<file path="config.mk">
export PLATFORM = sky130hd
export DESIGN_NAME = dma_req_arb
export DESIGN_NICKNAME = d
export VERILOG_FILES = /design/src/rtl/dma_arb_pkg.sv /design/src/rtl/dma_req_latch.sv /design/src/rtl/dma_prio_pick.sv /design/src/rtl/dma_bus_seq.sv /design/src/rtl/dma_req_arb.sv
export SDC_FILE = /design/constraint.sdc
export NUM_CORES = 1
export LEC_CHECK = 0
export BUFFER_PORTS_ARGS = -buffer_cell sky130_fd_sc_hd__buf_2
export CAP_MARGIN = 15
export CORE_AREA = 2 2 39 41
export CTS_CLUSTER_SIZE = 24
export DETAILED_ROUTE_END_ITERATION = 6
export DIE_AREA = 0 0 41 43
export PLACE_DENSITY_LB_ADDON = 0.05
export SYNTH_ARGS = -nofsm -noshare
export SYNTH_HDL_FRONTEND = slang
export SYNTH_SLANG_ARGS = --single-unit
</file>
<file path="constraint.sdc">
create_clock -name clk -period 1.3 [get_ports clk]
set_input_delay 0.13 -clock clk [delete_from_list [all_inputs] [get_ports clk]]
set_output_delay 0.13 -clock clk [all_outputs]
set_load 0.005 [all_outputs]
</file>
<file path="src/rtl/dma_arb_pkg.sv">
package dma_arb_pkg;

    typedef enum logic [1:0] {
        BUS_FREE = 2'd0,   // CPU owns bus, DMA may take it
        BUS_DMA  = 2'd1,   // one DMA transfer in flight
        BUS_CPU  = 2'd2    // CPU owns bus, must finish one access
    } bus_st_e;

endpackage

</file>
<file path="src/rtl/dma_req_latch.sv">
module dma_req_latch (
    input  logic clk,
    input  logic rst,
    input  logic req_i,
    input  logic en_i,
    input  logic win_i,
    input  logic clr_i,
    output logic pend_o
);

    typedef struct packed {
        logic seen;
        logic pend;
    } lat_t;

    lat_t r_q, r_d;

    always_comb begin
        logic hit;
        r_d = r_q;
        hit = req_i & en_i;
        if (win_i) begin
            r_d.seen = 1'b0;
            r_d.pend = (r_q.pend & ~clr_i) | r_q.seen | hit;
        end else begin
            r_d.seen = r_q.seen | hit;
            r_d.pend = r_q.pend & ~clr_i;
        end
        if (!en_i) begin
            r_d.seen = 1'b0;
            r_d.pend = 1'b0;
        end
    end

    always_ff @(posedge clk) begin
        if (rst) r_q <= '0;
        else     r_q <= r_d;
    end

    assign pend_o = r_q.pend;

endmodule

</file>
<file path="src/rtl/dma_prio_pick.sv">
module dma_prio_pick #(
    parameter int N = 2
) (
    input  logic [N-1:0] cand_i,
    output logic [N-1:0] pick_o,
    output logic         any_o
);

    always_comb begin
        logic found;
        pick_o = '0;
        found  = 1'b0;
        for (int c = 0; c < N; c++) begin
            if (cand_i[c] && !found) begin
                pick_o[c] = 1'b1;
                found     = 1'b1;
            end
        end
        any_o = found;
    end

endmodule

</file>
<file path="src/rtl/dma_bus_seq.sv">
module dma_bus_seq
    import dma_arb_pkg::*;
#(
    parameter int N = 2
) (
    input  logic         clk,
    input  logic         rst,
    input  logic [N-1:0] pick_i,
    input  logic         any_i,
    input  logic         cpu_done_i,
    input  logic         xfer_done_i,
    output logic [N-1:0] clr_o,
    output logic [N-1:0] grant_o,
    output logic         cpu_own_o
);

    typedef struct packed {
        bus_st_e      st;
        logic [N-1:0] grant;
    } seq_t;

    seq_t s_q, s_d;

    always_comb begin
        s_d   = s_q;
        clr_o = '0;
        unique case (s_q.st)
            BUS_FREE: begin
                if (any_i) begin
                    s_d.st    = BUS_DMA;
                    s_d.grant = pick_i;
                    clr_o     = pick_i;
                end
            end
            BUS_DMA: begin
                if (xfer_done_i) begin
                    s_d.st    = BUS_CPU;
                    s_d.grant = '0;
                end
            end
            BUS_CPU: begin
                if (cpu_done_i) s_d.st = BUS_FREE;
            end
            default: begin
                s_d.st    = BUS_FREE;
                s_d.grant = '0;
            end
        endcase
    end

    always_ff @(posedge clk) begin
        if (rst) begin
            s_q.st    <= BUS_FREE;
            s_q.grant <= '0;
        end else begin
            s_q <= s_d;
        end
    end

    assign grant_o   = s_q.grant;
    assign cpu_own_o = (s_q.st != BUS_DMA);

endmodule

</file>
<file path="src/rtl/dma_req_arb.sv">
module dma_req_arb #(
    parameter int N = 2
) (
    input  logic         clk,
    input  logic         rst,
    input  logic [N-1:0] req_i,
    input  logic [N-1:0] en_i,
    input  logic         win_i,
    input  logic         cpu_done_i,
    input  logic         xfer_done_i,
    output logic [N-1:0] pend_o,
    output logic [N-1:0] grant_o,
    output logic         cpu_own_o
);

    logic [N-1:0] clr_w;
    logic [N-1:0] pick_w;
    logic         any_w;

    for (genvar c = 0; c < N; c++) begin : g_ch
        dma_req_latch lat_i (
            .clk    (clk),
            .rst    (rst),
            .req_i  (req_i[c]),
            .en_i   (en_i[c]),
            .win_i  (win_i),
            .clr_i  (clr_w[c]),
            .pend_o (pend_o[c])
        );
    end

    dma_prio_pick #(.N(N)) pick_i (
        .cand_i (pend_o & en_i),
        .pick_o (pick_w),
        .any_o  (any_w)
    );

    dma_bus_seq #(.N(N)) seq_i (
        .clk         (clk),
        .rst         (rst),
        .pick_i      (pick_w),
        .any_i       (any_w),
        .cpu_done_i  (cpu_done_i),
        .xfer_done_i (xfer_done_i),
        .clr_o       (clr_w),
        .grant_o     (grant_o),
        .cpu_own_o   (cpu_own_o)
    );

endmodule

</file>
==> results.json <==
{
  "status": "finished clean",
  "slew_violations": 0,
  "tritoncts": "yes",
  "postCtsSetupBuffers": 0,
  "rsz0062_at_grt": "no",
  "yosysSeqAreaShare_pct": 42.7,
  "area_delta_synth_final_pct": 19.3,
  "insertion_delay_ps": 250,
  "async_flop_share_pct": 0,
  "fin_cells": 69,
  "antennaDiodeCount": 0,
  "dp_hpwl_um": 646,
  "post-place-cells": 66,
  "r2r_start": "g_ch[1].lat_i.pend_o",
  "cp-startpoint": "seq_i.s_q[2]",
  "hold_buffers": 0,
  "drcViolationCount": 0,
  "setup.worst_path.end_class": "primary output",
  "synth-seq-cells": 8,
  "drt_iter0_drc": 4,
  "fin_total_pwr_uw": 496,
  "ant_nets": 0,
  "antenna_found_initial": 0,
  "rows": 14,
  "synth_top_area_share_pct": 42.7,
  "ys_warn_count": 0,
  "clockRootBuffer": "clkbuf_4",
  "grt_first_pass_wirelength_mm": 1.35,
  "initial_core_util_pct": 27.1,
  "period_needed_ps": 1100,
  "pin_count": 14,
  "worst_slew_margin_rel_pct": 76.6,
  "regToRegSetupSlack_ps": 230,
  "drive_above_1_share_pct": 32.1,
  "die-area_um2": 1760,
  "clk_pin_slew_ps": 50,
  "p_per_area_nw_per_um2": 1110,
  "syn_inst": 42,
  "h-tree-depth": 1,
  "crit_path_max_incr_delay_ps": 500,
  "critPathLaunchType": "flip-flop",
  "synth_cell_types": 21,
  "core_um2": 1380,
  "synthMostInstantiatedCell": "dfxtp_1",
  "syn-num-nets": 51,
  "finClkSkew_ps": 0.992,
  "grt_pass1_vias": 330,
  "crit_family": "flip-flops",
  "ir_drop_uv": 549,
  "ctsResizeCount": 0,
  "worst-r2r-cell-count": 3,
  "fin_crit_sh_pct": 84.5,
  "fmax_ghz": 0.910,
  "vias_per_cell": 5.00,
  "path_class": "reg -> out",
  "wire_per_inst_um": 11.9,
  "synth_area_um2": 375,
  "via_count": 345,
  "die_h_um": 43,
  "synth_edf_count": 0,
  "synth_flop_cell": "dfxtp_1",
  "crit_path_cell_trace": "nand2_1 -> buf_2",
  "synth_common_cells": "dfxtp_1, nor2_1, buf_4, o21ai_0, a21oi_1",
  "cp_data_required_time_ps": 1170,
  "finalSetupViolCount": 0,
  "syn_avg_cell_area_um2": 8.94,
  "worst-path-buf-inv": 1,
  "drv_cap": 0,
  "cp_max_fo": 11,
  "grt_remaining_overflow": 0,
  "grt_use_total_pct": 11.6,
  "tightest_slew_ps": 350,
  "nets": 64,
  "port_buffers": 13,
  "routed_wl_um": 820,
  "cts.sinks": 8,
  "clockBufferDepth": 2,
  "grt_max_degree": 12,
  "cp-endpoint": "cpu_own_o",
  "chipWidth_um": 41,
  "setup-tns-final_ps": 0,
  "cp.depth": 2,
  "yosysTopAreaCell": "dfxtp_1",
  "cts_made_buffers": 3,
  "timing.rr.end": "seq_i.s_q[2]",
  "slowest_stage": "dfxtp_1",
  "synthTopCellsByArea": "dfxtp_1, buf_4, o211a_1, o21ai_0, nor2_1",
  "hold_violations": 0,
  "hp-class": "in -> reg",
  "critPathArrivalTime_ps": 970,
  "drtPass1Iterations": 2,
  "leakagePower_nw": 0.202,
  "routabilityCongestion": 0.656
}
[cells in the final DEF, fill, tap and decap left out, types with 2 or more instances in the layout]
master,instances
or2b_1,2
buf_2,13
clkbuf_4,3
a21oi_1,3
o211a_1,2
nor2_1,5
dfxtp_1,8
o21ai_0,4
[cells by family (layout without fill, tap and decap cells)]
logic type | Yosys count | count (layout) | share of synthesized area (%)
AO/OA/AOI/OAI | 17 | 17 | 32.3
buffers and inverters | 7 | 18 | 11.3
flip-flops | 8 | 8 | 42.7
AND/OR/NAND/NOR | 10 | 10 | 13.7
[sequential cells by signal (all words and copies together), names as in the netlist]
register	cells
g_ch.lat_i.pend_o	2
g_ch.lat_i.r_q	2
seq_i.grant_o	2
seq_i.s_q	2
[worst register-to-register path: stages (launching register included)]
cell and delay (ps):
dfxtp_1 380, a22o_1 180, nor2_1 50, a2111oi_1 350
[layout make-up]
type,instances,area [um2]
timing repair buffer,13,65.1
sequential,8,160
multi-input combinational,27,173
fill,160,936
tap,16,20.0
inverter,2,7.51
clock buffer,3,22.5
[layer usage]
metal / GRT usage (%) / share of wire (%) / vias to the layer above
met3: 3.14 / 6.6 / 2
met5: 0 / 0 / -
met4: 10.0 / 0.98 / 0
met1: 15.4 / 42 / 159
li1: - / - / 173
met2: 14.7 / 50 / 11
[stage by stage]
step / utilization (%) / cell area [um2] / hold slack, ps / setup slack, ps
2_1_floorplan: - / 375 / 199 / 368
3_3_place_gp: 30.7 / 425 / 371 / 299
3_5_place_dp: 30.7 / 425 / 382 / 258
4_1_cts: 32.4 / 448 / 115 / 183
5_1_grt: 32.4 / 448 / 133 / 115
6_report: 32.4 / 448 / 125 / 201
[worst min path at each step]
stage / slack (ps) / to / start / cells after the start
after CTS: 120 / seq_i.s_q[2] / xfer_done_i / 2
after floorplan: 200 / seq_i.grant_o[0] / rst / 1
final: 130 / seq_i.s_q[2] / xfer_done_i / 2
after detailed placement: 380 / seq_i.s_q[2] / xfer_done_i / 2
after global placement: 370 / seq_i.s_q[2] / xfer_done_i / 2
after global routing: 130 / seq_i.s_q[2] / xfer_done_i / 2
[power breakdown]
| group | total (mW) | switching (mW) | internal (mW) |
|---|---|---|---|
| clock network | 0.186 | 0.0803 | 0.105 |
| registers | 0.262 | 0.00861 | 0.253 |
| logic | 0.0480 | 0.0238 | 0.0242 |
| total | 0.496 | 0.113 | 0.383 |
No activity file was read; power rests on OpenSTA's default activity.
